`config.mk`:
```
export PLATFORM = sky130hd
export DESIGN_NAME = udp_port_demux
export DESIGN_NICKNAME = d
export VERILOG_FILES = /design/src/rtl/udp_demux_pkg.sv /design/src/rtl/udp_demux_regs.sv /design/src/rtl/udp_demux_hold.sv /design/src/rtl/udp_demux_match.sv /design/src/rtl/udp_port_demux.sv
export SDC_FILE = /design/constraint.sdc
export NUM_CORES = 1
export LEC_CHECK = 0
export BUFFER_PORTS_ARGS = -buffer_cell sky130_fd_sc_hd__buf_2
export CAP_MARGIN = 15
export CORE_UTILIZATION = 53
export CTS_CLUSTER_DIAMETER = 60
export DETAILED_ROUTE_END_ITERATION = 12
export GPL_TIMING_DRIVEN = 0
export PLACE_DENSITY = 0.79
export SETUP_SLACK_MARGIN = 0.4
export SLEW_MARGIN = 20
export SYNTH_ARGS = -nofsm -noshare
export SYNTH_HDL_FRONTEND = slang
export SYNTH_SLANG_ARGS = --single-unit
```
`constraint.sdc`:
```
create_clock -name clk -period 3.6 [get_ports clk]
set_clock_uncertainty 0.2 [all_clocks]
set_input_delay 0.18 -clock clk [delete_from_list [all_inputs] [get_ports clk]]
set_output_delay 0.18 -clock clk [all_outputs]
set_load 0.01 [all_outputs]
```
`src/rtl/udp_demux_pkg.sv`:
```
package udp_demux_pkg;

   localparam int MM_DATA_W = 32;
   localparam int PORT_W    = 16;
   localparam int ENTRY_W   = PORT_W + 1;

   // header byte offsets within a frame (byte 0 first on the wire)
   localparam int OFS_ETYPE  = 12;
   localparam int OFS_VIHL   = 14;
   localparam int OFS_PROTO  = 23;
   localparam int OFS_DPORT  = 36;
   localparam int LAST_HDR_B = OFS_DPORT + 1;

   localparam logic [15:0] ETYPE_IPV4 = 16'h0800;
   localparam logic [7:0]  VIHL_PLAIN = 8'h45;
   localparam logic [7:0]  PROTO_UDP  = 8'd17;

   typedef struct packed {
      logic              en;
      logic [PORT_W-1:0] port;
   } entry_t;

   typedef enum logic [1:0] {
      ST_COLLECT = 2'd0,
      ST_DRAIN   = 2'd1,
      ST_PASS    = 2'd2
   } fsm_t;

endpackage

```
`src/rtl/udp_demux_regs.sv`:
```
module udp_demux_regs
   import udp_demux_pkg::*;
#(
   parameter int N_STREAMS = 4,
   parameter int MM_ADDR_W = 3
) (
   input  logic                          clk,
   input  logic                          rst_n,
   input  logic [MM_ADDR_W-1:0]          mm_addr,
   input  logic                          mm_wr,
   input  logic [MM_DATA_W-1:0]          mm_wdata,
   input  logic                          mm_rd,
   output logic [MM_DATA_W-1:0]          mm_rdata,
   output entry_t [N_STREAMS-1:0]        entries
);

   localparam int PAD_W = MM_DATA_W - ENTRY_W;

   entry_t rd_word;

   for (genvar i = 0; i < N_STREAMS; i++) begin : g_entry
      always_ff @(posedge clk) begin
         if (!rst_n) begin
            entries[i] <= '0;
         end else if (mm_wr && mm_addr == MM_ADDR_W'(i)) begin
            entries[i].en   <= mm_wdata[PORT_W];
            entries[i].port <= mm_wdata[PORT_W-1:0];
         end
      end
   end

   always_comb begin
      rd_word = '0;
      for (int i = 0; i < N_STREAMS; i++) begin
         if (mm_addr == MM_ADDR_W'(i)) rd_word = entries[i];
      end
   end

   always_ff @(posedge clk) begin
      if (!rst_n) begin
         mm_rdata <= '0;
      end else if (mm_rd) begin
         mm_rdata <= {{PAD_W{1'b0}}, rd_word};
      end
   end

endmodule

```
`src/rtl/udp_demux_hold.sv`:
```
module udp_demux_hold #(
   parameter int DATA_W    = 32,
   parameter int HDR_BEATS = 10,
   parameter int IDX_W     = $clog2(HDR_BEATS + 1)
) (
   input  logic                          clk,
   input  logic                          wr_en,
   input  logic [IDX_W-1:0]              wr_idx,
   input  logic [DATA_W-1:0]             wr_data,
   input  logic                          wr_last,
   input  logic [IDX_W-1:0]              rd_idx,
   output logic [DATA_W-1:0]             rd_data,
   output logic                          rd_last,
   output logic [HDR_BEATS*DATA_W-1:0]   hdr_flat
);

   localparam int HDR_BITS = HDR_BEATS * DATA_W;

   logic [DATA_W-1:0] mem_d [HDR_BEATS];
   logic              mem_l [HDR_BEATS];

   always_ff @(posedge clk) begin
      for (int b = 0; b < HDR_BEATS; b++) begin
         if (wr_en && wr_idx == IDX_W'(b)) begin
            mem_d[b] <= wr_data;
            mem_l[b] <= wr_last;
         end
      end
   end

   always_comb begin
      rd_data = '0;
      rd_last = 1'b0;
      for (int b = 0; b < HDR_BEATS; b++) begin
         if (rd_idx == IDX_W'(b)) begin
            rd_data = mem_d[b];
            rd_last = mem_l[b];
         end
      end
   end

   // header view: stored beats with the beat being written laid over
   for (genvar b = 0; b < HDR_BEATS; b++) begin : g_view
      assign hdr_flat[HDR_BITS-1-b*DATA_W -: DATA_W] =
         (wr_en && wr_idx == IDX_W'(b)) ? wr_data : mem_d[b];
   end

endmodule

```
`src/rtl/udp_demux_match.sv`:
```
module udp_demux_match
   import udp_demux_pkg::*;
#(
   parameter int N_STREAMS = 4,
   parameter int HDR_BITS  = 320,
   parameter int SEL_W     = (N_STREAMS > 1) ? $clog2(N_STREAMS) : 1
) (
   input  logic [HDR_BITS-1:0]     hdr_flat,
   input  logic                    hdr_complete,
   input  entry_t [N_STREAMS-1:0]  entries,
   output logic                    hit,
   output logic [SEL_W-1:0]        hit_idx
);

   function automatic logic [7:0] hbyte(input logic [HDR_BITS-1:0] f, input int k);
      return f[HDR_BITS-1-8*k -: 8];
   endfunction

   logic [15:0]          etype;
   logic [7:0]           vihl;
   logic [7:0]           proto;
   logic [PORT_W-1:0]    dport;
   logic                 is_udp;
   logic [N_STREAMS-1:0] hits;

   assign etype  = {hbyte(hdr_flat, OFS_ETYPE), hbyte(hdr_flat, OFS_ETYPE + 1)};
   assign vihl   = hbyte(hdr_flat, OFS_VIHL);
   assign proto  = hbyte(hdr_flat, OFS_PROTO);
   assign dport  = {hbyte(hdr_flat, OFS_DPORT), hbyte(hdr_flat, OFS_DPORT + 1)};
   assign is_udp = hdr_complete && (etype == ETYPE_IPV4) &&
                   (vihl == VIHL_PLAIN) && (proto == PROTO_UDP);

   for (genvar i = 0; i < N_STREAMS; i++) begin : g_cmp
      assign hits[i] = is_udp && entries[i].en && (entries[i].port == dport);
   end

   // lowest index wins: scan downward so the last assignment is the lowest
   always_comb begin
      hit     = 1'b0;
      hit_idx = '0;
      for (int i = N_STREAMS - 1; i >= 0; i--) begin
         if (hits[i]) begin
            hit     = 1'b1;
            hit_idx = SEL_W'(i);
         end
      end
   end

endmodule

```
`src/rtl/udp_port_demux.sv`:
```
module udp_port_demux
   import udp_demux_pkg::*;
#(
   parameter int DATA_W    = 32,
   parameter int N_STREAMS = 4,
   parameter int MM_ADDR_W = 3
) (
   input  logic                          clk,
   input  logic                          rst_n,
   input  logic [MM_ADDR_W-1:0]          mm_addr,
   input  logic                          mm_wr,
   input  logic [31:0]                   mm_wdata,
   input  logic                          mm_rd,
   output logic [31:0]                   mm_rdata,
   input  logic                          in_valid,
   output logic                          in_ready,
   input  logic [DATA_W-1:0]             in_data,
   input  logic                          in_last,
   output logic                          ctl_valid,
   input  logic                          ctl_ready,
   output logic [DATA_W-1:0]             ctl_data,
   output logic                          ctl_last,
   output logic [N_STREAMS-1:0]          st_valid,
   input  logic [N_STREAMS-1:0]          st_ready,
   output logic [N_STREAMS*DATA_W-1:0]   st_data,
   output logic [N_STREAMS-1:0]          st_last
);

   localparam int BYTES     = DATA_W / 8;
   localparam int DEC_IDX   = LAST_HDR_B / BYTES;
   localparam int HDR_BEATS = DEC_IDX + 1;
   localparam int HDR_BITS  = HDR_BEATS * DATA_W;
   localparam int IDX_W     = $clog2(HDR_BEATS + 1);
   localparam int SEL_W     = (N_STREAMS > 1) ? $clog2(N_STREAMS) : 1;

   if (DATA_W % 8 != 0 || DATA_W < 8) begin : g_bad_width
      $error("udp_port_demux: DATA_W must be a positive multiple of 8");
   end
   if (N_STREAMS < 1) begin : g_bad_count
      $error("udp_port_demux: N_STREAMS must be at least 1");
   end
   if ((1 << MM_ADDR_W) < N_STREAMS) begin : g_bad_addr
      $error("udp_port_demux: MM_ADDR_W too narrow for N_STREAMS entries");
   end

   entry_t [N_STREAMS-1:0] live_entries;
   entry_t [N_STREAMS-1:0] snap_entries;
   entry_t [N_STREAMS-1:0] use_entries;

   fsm_t               state;
   logic [IDX_W-1:0]   wr_idx;
   logic [IDX_W-1:0]   rd_idx;
   logic [IDX_W-1:0]   held_end;
   logic               ended;
   logic               sel_hit;
   logic [SEL_W-1:0]   sel_idx;

   logic               in_acc;
   logic               hold_wr;
   logic               hdr_complete;
   logic               decide;
   logic               hit;
   logic [SEL_W-1:0]   hit_idx;
   logic [DATA_W-1:0]  rd_data;
   logic               rd_last;
   logic [HDR_BITS-1:0] hdr_flat;
   logic               dst_ready;
   logic               out_valid;
   logic [DATA_W-1:0]  out_data;
   logic               out_last;

   udp_demux_regs #(
      .N_STREAMS (N_STREAMS),
      .MM_ADDR_W (MM_ADDR_W)
   ) u_regs (
      .clk      (clk),
      .rst_n    (rst_n),
      .mm_addr  (mm_addr),
      .mm_wr    (mm_wr),
      .mm_wdata (mm_wdata),
      .mm_rd    (mm_rd),
      .mm_rdata (mm_rdata),
      .entries  (live_entries)
   );

   udp_demux_hold #(
      .DATA_W    (DATA_W),
      .HDR_BEATS (HDR_BEATS),
      .IDX_W     (IDX_W)
   ) u_hold (
      .clk      (clk),
      .wr_en    (hold_wr),
      .wr_idx   (wr_idx),
      .wr_data  (in_data),
      .wr_last  (in_last),
      .rd_idx   (rd_idx),
      .rd_data  (rd_data),
      .rd_last  (rd_last),
      .hdr_flat (hdr_flat)
   );

   udp_demux_match #(
      .N_STREAMS (N_STREAMS),
      .HDR_BITS  (HDR_BITS),
      .SEL_W     (SEL_W)
   ) u_match (
      .hdr_flat     (hdr_flat),
      .hdr_complete (hdr_complete),
      .entries      (use_entries),
      .hit          (hit),
      .hit_idx      (hit_idx)
   );

   // the table is sampled with the first beat; later beats use the snapshot
   assign use_entries  = (wr_idx == '0) ? live_entries : snap_entries;
   assign in_acc       = in_valid && in_ready;
   assign hold_wr      = in_acc && (state == ST_COLLECT);
   assign hdr_complete = (wr_idx == IDX_W'(DEC_IDX));
   assign decide       = hold_wr && (in_last || hdr_complete);

   always_comb begin
      dst_ready = ctl_ready;
      if (sel_hit) begin
         for (int i = 0; i < N_STREAMS; i++) begin
            if (sel_idx == SEL_W'(i)) dst_ready = st_ready[i];
         end
      end
   end

   always_comb begin
      case (state)
         ST_COLLECT: begin
            in_ready  = 1'b1;
            out_valid = 1'b0;
            out_data  = rd_data;
            out_last  = rd_last;
         end
         ST_DRAIN: begin
            in_ready  = 1'b0;
            out_valid = 1'b1;
            out_data  = rd_data;
            out_last  = rd_last;
         end
         ST_PASS: begin
            in_ready  = dst_ready;
            out_valid = in_valid;
            out_data  = in_data;
            out_last  = in_last;
         end
         default: begin
            in_ready  = 1'b0;
            out_valid = 1'b0;
            out_data  = rd_data;
            out_last  = rd_last;
         end
      endcase
   end

   always_ff @(posedge clk) begin
      if (!rst_n) begin
         state        <= ST_COLLECT;
         wr_idx       <= '0;
         rd_idx       <= '0;
         held_end     <= '0;
         ended        <= 1'b0;
         sel_hit      <= 1'b0;
         sel_idx      <= '0;
         snap_entries <= '0;
      end else begin
         case (state)
            ST_COLLECT: begin
               if (hold_wr && wr_idx == '0) snap_entries <= live_entries;
               if (decide) begin
                  sel_hit  <= hit;
                  sel_idx  <= hit_idx;
                  held_end <= wr_idx;
                  ended    <= in_last;
                  rd_idx   <= '0;
                  wr_idx   <= '0;
                  state    <= ST_DRAIN;
               end else if (hold_wr) begin
                  wr_idx <= wr_idx + 1'b1;
               end
            end
            ST_DRAIN: begin
               if (dst_ready) begin
                  if (rd_idx == held_end) begin
                     state <= ended ? ST_COLLECT : ST_PASS;
                  end else begin
                     rd_idx <= rd_idx + 1'b1;
                  end
               end
            end
            ST_PASS: begin
               if (in_acc && in_last) state <= ST_COLLECT;
            end
            default: state <= ST_COLLECT;
         endcase
      end
   end

   assign ctl_valid = out_valid && !sel_hit;
   assign ctl_data  = out_data;
   assign ctl_last  = out_last;

   for (genvar i = 0; i < N_STREAMS; i++) begin : g_out
      assign st_valid[i]                 = out_valid && sel_hit && (sel_idx == SEL_W'(i));
      assign st_data[i*DATA_W +: DATA_W] = out_data;
      assign st_last[i]                  = out_last;
   end

endmodule

```
Word-level counts from Yosys, hierarchy flattened
Memory sizes are Yosys's and may differ from the RTL's.
Index checks and enable logic that the tools add are counted.
W data, S select, Z words.

word-level totals
  input bits = 78
  register bits after elaboration = 171
  memories kept = 2
  word-level logic and storage cells = 265
  bits in read-only memories = 0
  bits in writable memories = 330
  bits in latches = 0

memory list
  name          depth  bits a word  read ports  clocked after memory_dff  write ports  RTL line              source
  u_hold.mem_d  10     32           10          0                         1            udp_demux_hold.sv:19  logic [DATA_W-1:0] mem_d [HDR_BEATS];
  u_hold.mem_l  10     1            10          0                         1            udp_demux_hold.sv:20  logic mem_l [HDR_BEATS];

operators by class
  multipliers = 0
  divide/modulo/power cells = 0
  muxes and demuxes = 131
  eq/ne operators = 39
  reduce and logical (&&, ||, !) cells = 67
  order comparisons = 0
  bitwise operators = 0
  add/subtract/negate cells = 2
  shift operators = 0

operator list
  kind                    count
  $mux W32                22
  $reduce_or A32 Y1       9
  $mux W4                 23
  $mux W17                4
  $mux W68                1
  $mux W1                 67
  $eq A16 B16 Y1          4
  $logic_and A1 B1 Y1     35
  $eq A4 B3 Y1 const B    8
  $mux W2                 9
  $eq A16 B12 Y1 const B  1
  $eq A4 B2 Y1 const B    4
  $eq A4 B4 Y1 const B    4
  $ne A2 B2 Y1 const B    5
  $reduce_or A1 Y1        9
  $add A4 B1 Y4 const B   2
  $eq A4 B1 Y1 const B    2
  $eq A8 B5 Y1 const B    1
  $eq A8 B7 Y1 const B    1
  $logic_not A4 Y1        2
  $mux W8                 1
  $pmux W4 S2             1
  $reduce_and A4 Y1       2
  $eq A2 B2 Y1 const B    3
  12 further kinds        19

Depth between registers and ports, before layout
Gate-level depths: netlist of the first run.

  depth after elaboration = 22
  depth in mapped cells = 13
  gate-level depth less buffers = 11

Hierarchy
Synthesis of the first run repeated with hierarchy kept, for this count alone.

second synthesis, totals
  cell total of the unflattened synthesis = 2354
  area, all modules = 23705.2 um2

by module, submodules not included
  module           cells an instance  area each (um2)  times used
  udp_demux_hold   1146               13561.8          1
  udp_port_demux   661                5542.8           1
  udp_demux_regs   438                3714.8           1
  udp_demux_match  109                885.8            1

Worst setup path after synthesis of the first run
Ideal clock, no wire load.

  path kind = flip-flop to flip-flop
  from = register wr_idx[0]
  to = memory u_hold.mem_d[0][0], enable pin
  clock period less this slack = 3.508 ns
  slack = 0.092 ns
  stages on the path, launching flop included = 11
  path buffers = 5
  arrival = 2.898 ns
  setup time = 0.410 ns
  required time = 2.990 ns
  cells stage by stage = dfxtp_1 -> inv_1 -> ha_1 -> nor3b_4 -> buf_6 -> buf_6 -> buf_6 -> buf_6 -> nand2_1 -> clkinv_1 -> clkbuf_1

on the way
  word-level cells in the longest chain between the ends = 14

RTL lines
  element                                                     RTL line               source
  start: declaration                                          udp_port_demux.sv:51   logic [IDX_W-1:0] wr_idx;
  start signal: assignment                                    udp_port_demux.sv:182  wr_idx <= wr_idx + 1'b1;
  $eq A4 B1 Y1                                                udp_demux_hold.sv:24   if (wr_en && wr_idx == IDX_W'(b)) begin
  $logic_and A1 B1 Y1                                         --
  $mux W1                                                     udp_demux_hold.sv:24
  $mux W1 (not written as such)                               udp_demux_hold.sv:25   mem_d[b] <= wr_data;
  $reduce_or A32 Y1 (no line)                                 --
  $mux W4 (no line) or $mux W1 (tied branches) (9 in series)  --
  end: declaration                                            udp_demux_hold.sv:19

Parallel ways exist; a longest one is shown, timed or not.

Final worst setup path of the first run
  from = register rd_idx[0]
  to = output st_data[110]

on the way
  word-level cells in the longest chain between the ends = 12

RTL lines
  element                   RTL line               source
  start: declaration        udp_port_demux.sv:52   logic [IDX_W-1:0] rd_idx;
  start signal: assignment  udp_port_demux.sv:190  rd_idx <= rd_idx + 1'b1;
  $logic_not A4 Y1          udp_demux_hold.sv:35   if (rd_idx == IDX_W'(b)) begin
  $mux W32 (9 in series)    udp_demux_hold.sv:35
  $mux W32 *                udp_demux_hold.sv:35
  $mux W32 *                udp_port_demux.sv:131  case (state)
  end: declaration          udp_port_demux.sv:25   output logic [N_STREAMS*DATA_W-1:0] st_data,

Every way passes the cells marked *; elsewhere a longest branch is shown, timed or not.

==> results.md, run 1 <==
* Outcome: finished, violations left
* Failing checks: negative setup slack
* Setup slack, reg-to-reg at 0.27 ns
* Final period util at 108%
* Routed vias at 19.5k
* Max Freq at 0.258 GHz
* GRT overflow at 0
* Die ar. at 43900 um2
* Worst setup margin at -0.275 ns
* Switching pwr at 6.14 mW
* Commonest non-fill, non-tap cell in the layout: nand2_1
* Antenna Nets Post-Route at 0
* Count of final max-slew check failures at 0
* Sequential area share after synthesis at 56.6%
* Dpl hpwl at 48200 um
* Post-route cell area at 30000 um2
* Fill count at 2713
* Remaining DRCs at 0
* First-pass GRT wire length at 110000 um
* Switching share of power at 31.7%
* Crit. Startpoint: rd_idx[0]$_SDFFE_PN0P_
* Worst r2r path cells at 9
* GP Congestion at 0.950
* Max-slew headroom at the worst pin at 39.3%
* WP data required at 3.22 ns
* RSZ-0062 raised after global routing: yes
* Clock Sinks at 501
* R2R Path End: sel_hit$_SDFFE_PN0P_
* Hold Crit Class: in2reg
* Placed cells at 2941
* I/O Buffers at 249
* Wirelength, routed at 78500 um
* Maximum VDD drop at 0.379 mV
* Die Width at 210 um
* Layout area overhead at 31.3%
* Most frequent cells in the layout: nand2_1 (316), edfxtp_1 (290), dfxtp_1 (207)
* Worst Hold Margin at 0.0591 ns
* GR Util All Layers at 33.1%
* Combinational share of power at 36.5%
* Max-Cap Viols at 0
* Largest cells by area after synthesis: edfxtp_1 (38%), dfxtp_1 (19%), nand2_1 (5.2%)
* I/O pin count at 281
* Non-Filler Instances at 3138
* CP Capture Type: output pin
* Max Root-Sink Buffers at 3
* Initial core utilization at 54.1%
* Top layer used by detailed routing: met4
* Pwr Total at 19.4 mW
* Final hold violations at 0
* Worst Setup Start Kind: flip-flop
* 1st-iter DRT viols at 2461
* CTS tree: built
* Placed cell area at 24900 um2
* Met3 wire length at 7140 um
* Kind of critical path: reg2out
* Final setup viols at 127
* # nets final at 2646
* WL/cell at 25.0 um
* Met2 wire length at 39300 um
* Leakage at 11.4 nW
* Clk pin slew, worst setup/hold paths at 0.07 ns
* RR Startpoint: u_hold.mem_d[5][5]$_DFFE_PN_
* Post-synth ARST share at 0%
* DP Worst Slack at -0.621 ns
* 1st-pass router iterations at 6
* Clock latency on the worst-skew pair at 0.61 ns
* Power Internal at 13.2 mW
* Worst Setup EP: st_data[110]
* Critical Path AT at 3.49 ns
* Fin Setup TNS at -14.67 ns
* Cell taking the most area after synthesis: edfxtp_1
* Synth Flop Type: edfxtp_1
* Vias in the first global route at 18.7k
* Worst-margin pin slew at 0.909 ns
* Mapped Cells at 2133
* Num rows at 75
* CP max FO at 10
* Num CTS Buffers at 51
* FF+latch count, synth at 501
* Clock share of power at 29.1%
* Flop pwr share at 34.4%
* Largest net degree at the start of global routing at 43
* Mapped Area at 22800 um2
* Power Density at 645 nW/um2
* Synth top area share at 38.1%
* Final core area utilization at 71.0%
* Met1 wire length at 27300 um
* Avg Inst Size Synth at 10.7 um2
* Antenna violations before repair at 0
* Count of cell types in the netlist at 70
* Die Y at 210 um
* Ant diodes at 0
* EDFF count, synth at 290
* Layout cells sized above 1 at 35.7%
* Vias per cell at 6.23
* Clk root buf: clkbuf_16
* Min Tclk post-route at 3.87 ns
* Total number of yosys warnings at 0
* Core area at 42200 um2
* Clock H-tree levels at 2
registers in the layout, indices dropped and copies added (netlist names), 4 cells and up:
signal	flops
u_hold.mem_d	320
snap_entries	68
held_end	4
u_regs.mm_rdata	17
u_hold.mem_l	10
wr_idx	4
rd_idx	4
u_regs.entries	68
power by group through the flow:
stage / Combinational, mW / Clock (mW) / Sequential, mW
finish: 7.07 / 5.62 / 6.66
global route: 7.41 / 5.81 / 6.67
CTS: 6.25 / 5.55 / 6.58
detailed placement: 5.33 / 0 / 6.66
global placement: 5.20 / 0 / 6.65
floorplan: 3.54 / 0 / 6.60
synthesized netlist by cell type, types with 17 or more instances:
| master | n |
|---|---|
| a211oi_1 | 69 |
| a21oi_1 | 197 |
| a221oi_1 | 67 |
| a22oi_1 | 17 |
| and2_1 | 20 |
| buf_4 | 150 |
| clkbuf_1 | 121 |
| dfxtp_1 | 211 |
| edfxtp_1 | 290 |
| inv_1 | 23 |
| mux2_2 | 48 |
| mux2i_1 | 55 |
| nand2_1 | 319 |
| nand3_1 | 29 |
| nand4_1 | 17 |
| nor2_1 | 107 |
| nor3_1 | 35 |
| o21a_1 | 33 |
| o21ai_0 | 70 |
| o221ai_1 | 33 |
| xnor2_1 | 33 |
| xor2_1 | 19 |
worst max-delay path, stage by stage (launching register included):
cell,delay (ns)
dfxtp_4,0.37
buf_12,0.13
ha_4,0.17
nor4b_4,0.25
buf_6,0.22
clkbuf_16,0.23
a221oi_2,0.08
nor3_1,0.23
a221oi_1,0.11
a211oi_1,0.37
a211oi_1,0.11
o21ai_1,0.17
o21a_2,0.21
buf_4,0.11
buf_2,0.11
how the worst min path moves through the flow:
stage,from,endpoint,slack (ns),cells past startpoint
3_3_place_gp,snap_entries[9]$_SDFFE_PN0P_,snap_entries[9]$_SDFFE_PN0P_,0.24,2
2_1_floorplan,in_data[0],u_hold.mem_d[0][0]$_DFFE_PP_,0.08,0
6_report,mm_addr[1],u_regs.mm_rdata[0]$_SDFFE_PN0P_,0.06,6
4_1_cts,mm_addr[1],u_regs.mm_rdata[0]$_SDFFE_PN0P_,0.03,6
5_1_grt,mm_addr[1],u_regs.mm_rdata[0]$_SDFFE_PN0P_,0.1,6
3_5_place_dp,snap_entries[12]$_SDFFE_PN0P_,snap_entries[12]$_SDFFE_PN0P_,0.24,2
cell type report:
cell class / instances / area (um2) / share of cell area, %
plain buffers: 293 / 2220 / 7.41
clock buffers: 70 / 1500 / 5.01
clock inverters: 26 / 289 / 0.964
inverters: 25 / 101 / 0.338
multi-input cells: 1329 / 9600 / 32.0
flip-flops and latches: 501 / 12900 / 43.2
well taps: 539 / 674 / 2.25
repair buffers: 355 / 2660 / 8.86
logic make-up after synthesis:
family / Yosys count / synth area share, %
buffers and inverters: 318 / 8.09
AO/OA/AOI/OAI: 524 / 15.0
multiplexers: 106 / 5.07
XOR/XNOR: 52 / 1.99
other: 1 / 0.0164
AND/OR/NAND/NOR: 619 / 12.6
flip-flops: 501 / 56.6
adder cells (fa/ha/maj): 12 / 0.658
layer usage:
metal	global-route usage [%]	up-vias
li1	-	8487
met4	18.1	0
met2	58.1	1407
met1	38.3	9317
met3	6.00	331
met5	0	-
timing repair:
item                                    4_1_cts  5_1_grt
setup buffers                                29        9
endpoints found under the setup margin      260      232
gates cloned                                  5        2
resized for setup                           388      185
endpoints found under the hold margin       409        0
pin swaps                                   134       28
hold buffers                                 56        0
Power figures use the tool's default switching activity.
==> run 2: changes to the inputs <==
--- a/config.mk
+++ b/config.mk
@@ -7,6 +7,7 @@
 export LEC_CHECK = 0
 export BUFFER_PORTS_ARGS = -buffer_cell sky130_fd_sc_hd__buf_2
 export CAP_MARGIN = 15
+export CORE_MARGIN = 2
 export CORE_UTILIZATION = 53
 export CTS_CLUSTER_DIAMETER = 60
 export DETAILED_ROUTE_END_ITERATION = 12
==> results.md, run 2 (same netlist as run 1, synthesis figures left out) <==
* Clk root buf: clkbuf_16
* Largest net degree at the start of global routing at 43
* Hold Crit Class: in2reg
* Final period util at 108%
* Top delay family on crit path: compound AO/OA/AOI/OAI gates
* Top Registers: u_hold.mem_d x320, snap_entries x68, u_regs.entries x68
* I/O Buffers at 249
* Critical Path AT at 3.52 ns
* Cell at the slowest stage of the critical path: or3b_4
* RR Startpoint: wr_idx[0]$_SDFFE_PN0P_
* CP max FO at 8
* Worst Hold Endpoint: u_regs.mm_rdata[3]$_SDFFE_PN0P_
* Failing checks: negative setup slack
* Vias in the first global route at 18.7k
* Max FFs per register at 320
* Dpl hpwl at 49100 um
* CTS tree: built
* Hold Path Cell Cnt at 6
* Die Y at 212 um
* WL/cell at 26.4 um
* Worst Setup Start Kind: flip-flop
* Max Root-Sink Buffers at 3
* Initial core utilization at 53.4%
* 1st-iter DRT viols at 2311
* Cells along the critical path: inv_4 > ha_4 > or3b_4 > clkbuf_16 > clkbuf_16 > nor2_2 > nor3_1 > a221oi_2 > a211oi_1 > a211oi_1 > o21ai_1 > o21a_2 > buf_4 > buf_2
* Maximum VDD drop at 0.456 mV
* Most frequent cells in the layout: nand2_1 (317), edfxtp_1 (290), dfxtp_1 (205)
* Core area at 42800 um2
* Commonest non-fill, non-tap cell in the layout: nand2_1
* Fill count at 2672
* Clk pin slew, worst setup/hold paths at 0.06 ns
* CP Capture Type: output pin
* 1st-pass router iterations at 6
* Clock Sinks at 501
* Max Freq at 0.256 GHz
* Layout cells sized above 1 at 38.1%
* Outcome: finished, violations left
* DP Worst Slack at -0.515 ns
* Worst setup margin at -0.299 ns
* Max-slew headroom at the worst pin at 34.7%
* Layout area overhead at 35.5%
* RSZ-0062 raised after global routing: yes
* Die Width at 212 um
* R2R Path End: sel_hit$_SDFFE_PN0P_
* Remaining DRCs at 0
* I/O pin count at 281
* Power Density at 638 nW/um2
* Num rows at 76
* Wirelength, routed at 83500 um
* Final hold violations at 0
* Largest stage delay, worst path at 0.40 ns
* Worst-margin pin slew at 0.978 ns
* Num CTS Buffers at 51
* Leakage at 11.6 nW
* Kind of critical path: reg2out
* Routed vias at 20.0k
* GP Congestion at 0.962
* Setup slack, reg-to-reg at 0.38 ns
* WP buf/inv at 5
* Vias per cell at 6.32
* Antenna Nets Post-Route at 0
* Clock latency on the worst-skew pair at 0.65 ns
* Count of final max-slew check failures at 0
* Worst r2r path cells at 13
* Hold path startpoint: mm_addr[1]
* Die ar. at 44800 um2
* Biggest register: u_hold.mem_d
* Antenna violations before repair at 0
* GRT overflow at 0
* WP data required at 3.22 ns
* Clock H-tree levels at 2
* Max-Cap Viols at 0
* Final setup viols at 148
* GR Util All Layers at 33.2%
* Pwr Total at 19.7 mW
* # nets final at 2673
* Min Tclk post-route at 3.90 ns
* First-pass GRT wire length at 112000 um
## run 2: per-stage QoR
step / hold slack (ns) / TNS, ns / instances / area (um2) / utilization [%]
after detailed placement: 0.244 / -57.47 / 2948 / 25000 / 58.3
after floorplan: 0.0789 / 0 / 2147 / 22900 / -
after global placement: 0.240 / -55.06 / 2942 / 24800 / 58.0
final: 0.0353 / -20.68 / 3169 / 30900 / 72.3
after global routing: 0.0982 / -32.41 / 3168 / 30900 / 72.3
after CTS: 0.0176 / -1.24 / 3132 / 29100 / 68.0
## run 2: how the worst max path moves through the flow
stage	startpoint	end	slack (ns)	cells past startpoint
6_report	rd_idx[0]$_SDFFE_PN0P_	st_data[39]	-0.30	14
5_1_grt	rd_idx[0]$_SDFFE_PN0P_	st_data[107]	-0.37	14
4_1_cts	rd_idx[0]$_SDFFE_PN0P_	st_data[27]	-0.05	14
3_5_place_dp	wr_idx[1]$_SDFFE_PN0P_	sel_hit$_SDFFE_PN0P_	-0.52	12
3_3_place_gp	rd_idx[0]$_SDFFE_PN0P_	st_data[121]	-0.42	12
2_1_floorplan	wr_idx[1]$_SDFFE_PN0P_	sel_hit$_SDFFE_PN0P_	0.60	12
## run 2: area by class of cell
cell class | instances | area [um2] | share of cell area (%)
well taps | 546 | 683 | 2.21
repair buffers | 382 | 3170 | 10.2
multi-input cells | 1329 | 10000 | 32.5
clock buffers | 71 | 1460 | 4.73
plain buffers | 293 | 2340 | 7.56
inverters | 25 | 116 | 0.376
flip-flops and latches | 501 | 12900 | 41.9
diodes | 1 | 2.50 | 0.00809
clock inverters | 21 | 169 | 0.546
## run 2: worst register-to-register path, cell delays in order, from the launching register on
cell and delay (ns):
dfxtp_4 0.38, inv_4 0.07, ha_4 0.14, nor3b_4 0.26, buf_6 0.18, buf_12 0.13
clkbuf_4 0.19, buf_4 0.14, mux2i_4 0.28, xnor2_2 0.15, o2111ai_1 0.13, or4_4 0.58
and3_4 0.21, a21oi_2 0.11
## run 2: repair_timing
| item | 4_1_cts | 5_1_grt |
|---|---|---|
| gates resized for setup | 409 | 324 |
| hold buffers | 56 | 0 |
| cloned | 5 | 3 |
| setup endpoints to repair | 265 | 225 |
| endpoints found under the hold margin | 401 | 0 |
| buffers inserted | 31 | 33 |
| pin swaps | 105 | 84 |
## run 2: per-layer routing
metal | wire (um) | global-route usage (%)
met1 | 28100 | 38.2
met2 | 41200 | 58.2
met3 | 7760 | 5.82
met4 | 6440 | 19.7
met5 | 0 | 0
## run 2: where the power goes
part	switching [mW]	leakage, nW	internal (mW)
clock network	2.39	0.796	2.92
registers	0.281	4.34	6.39
logic	3.69	6.45	4.07
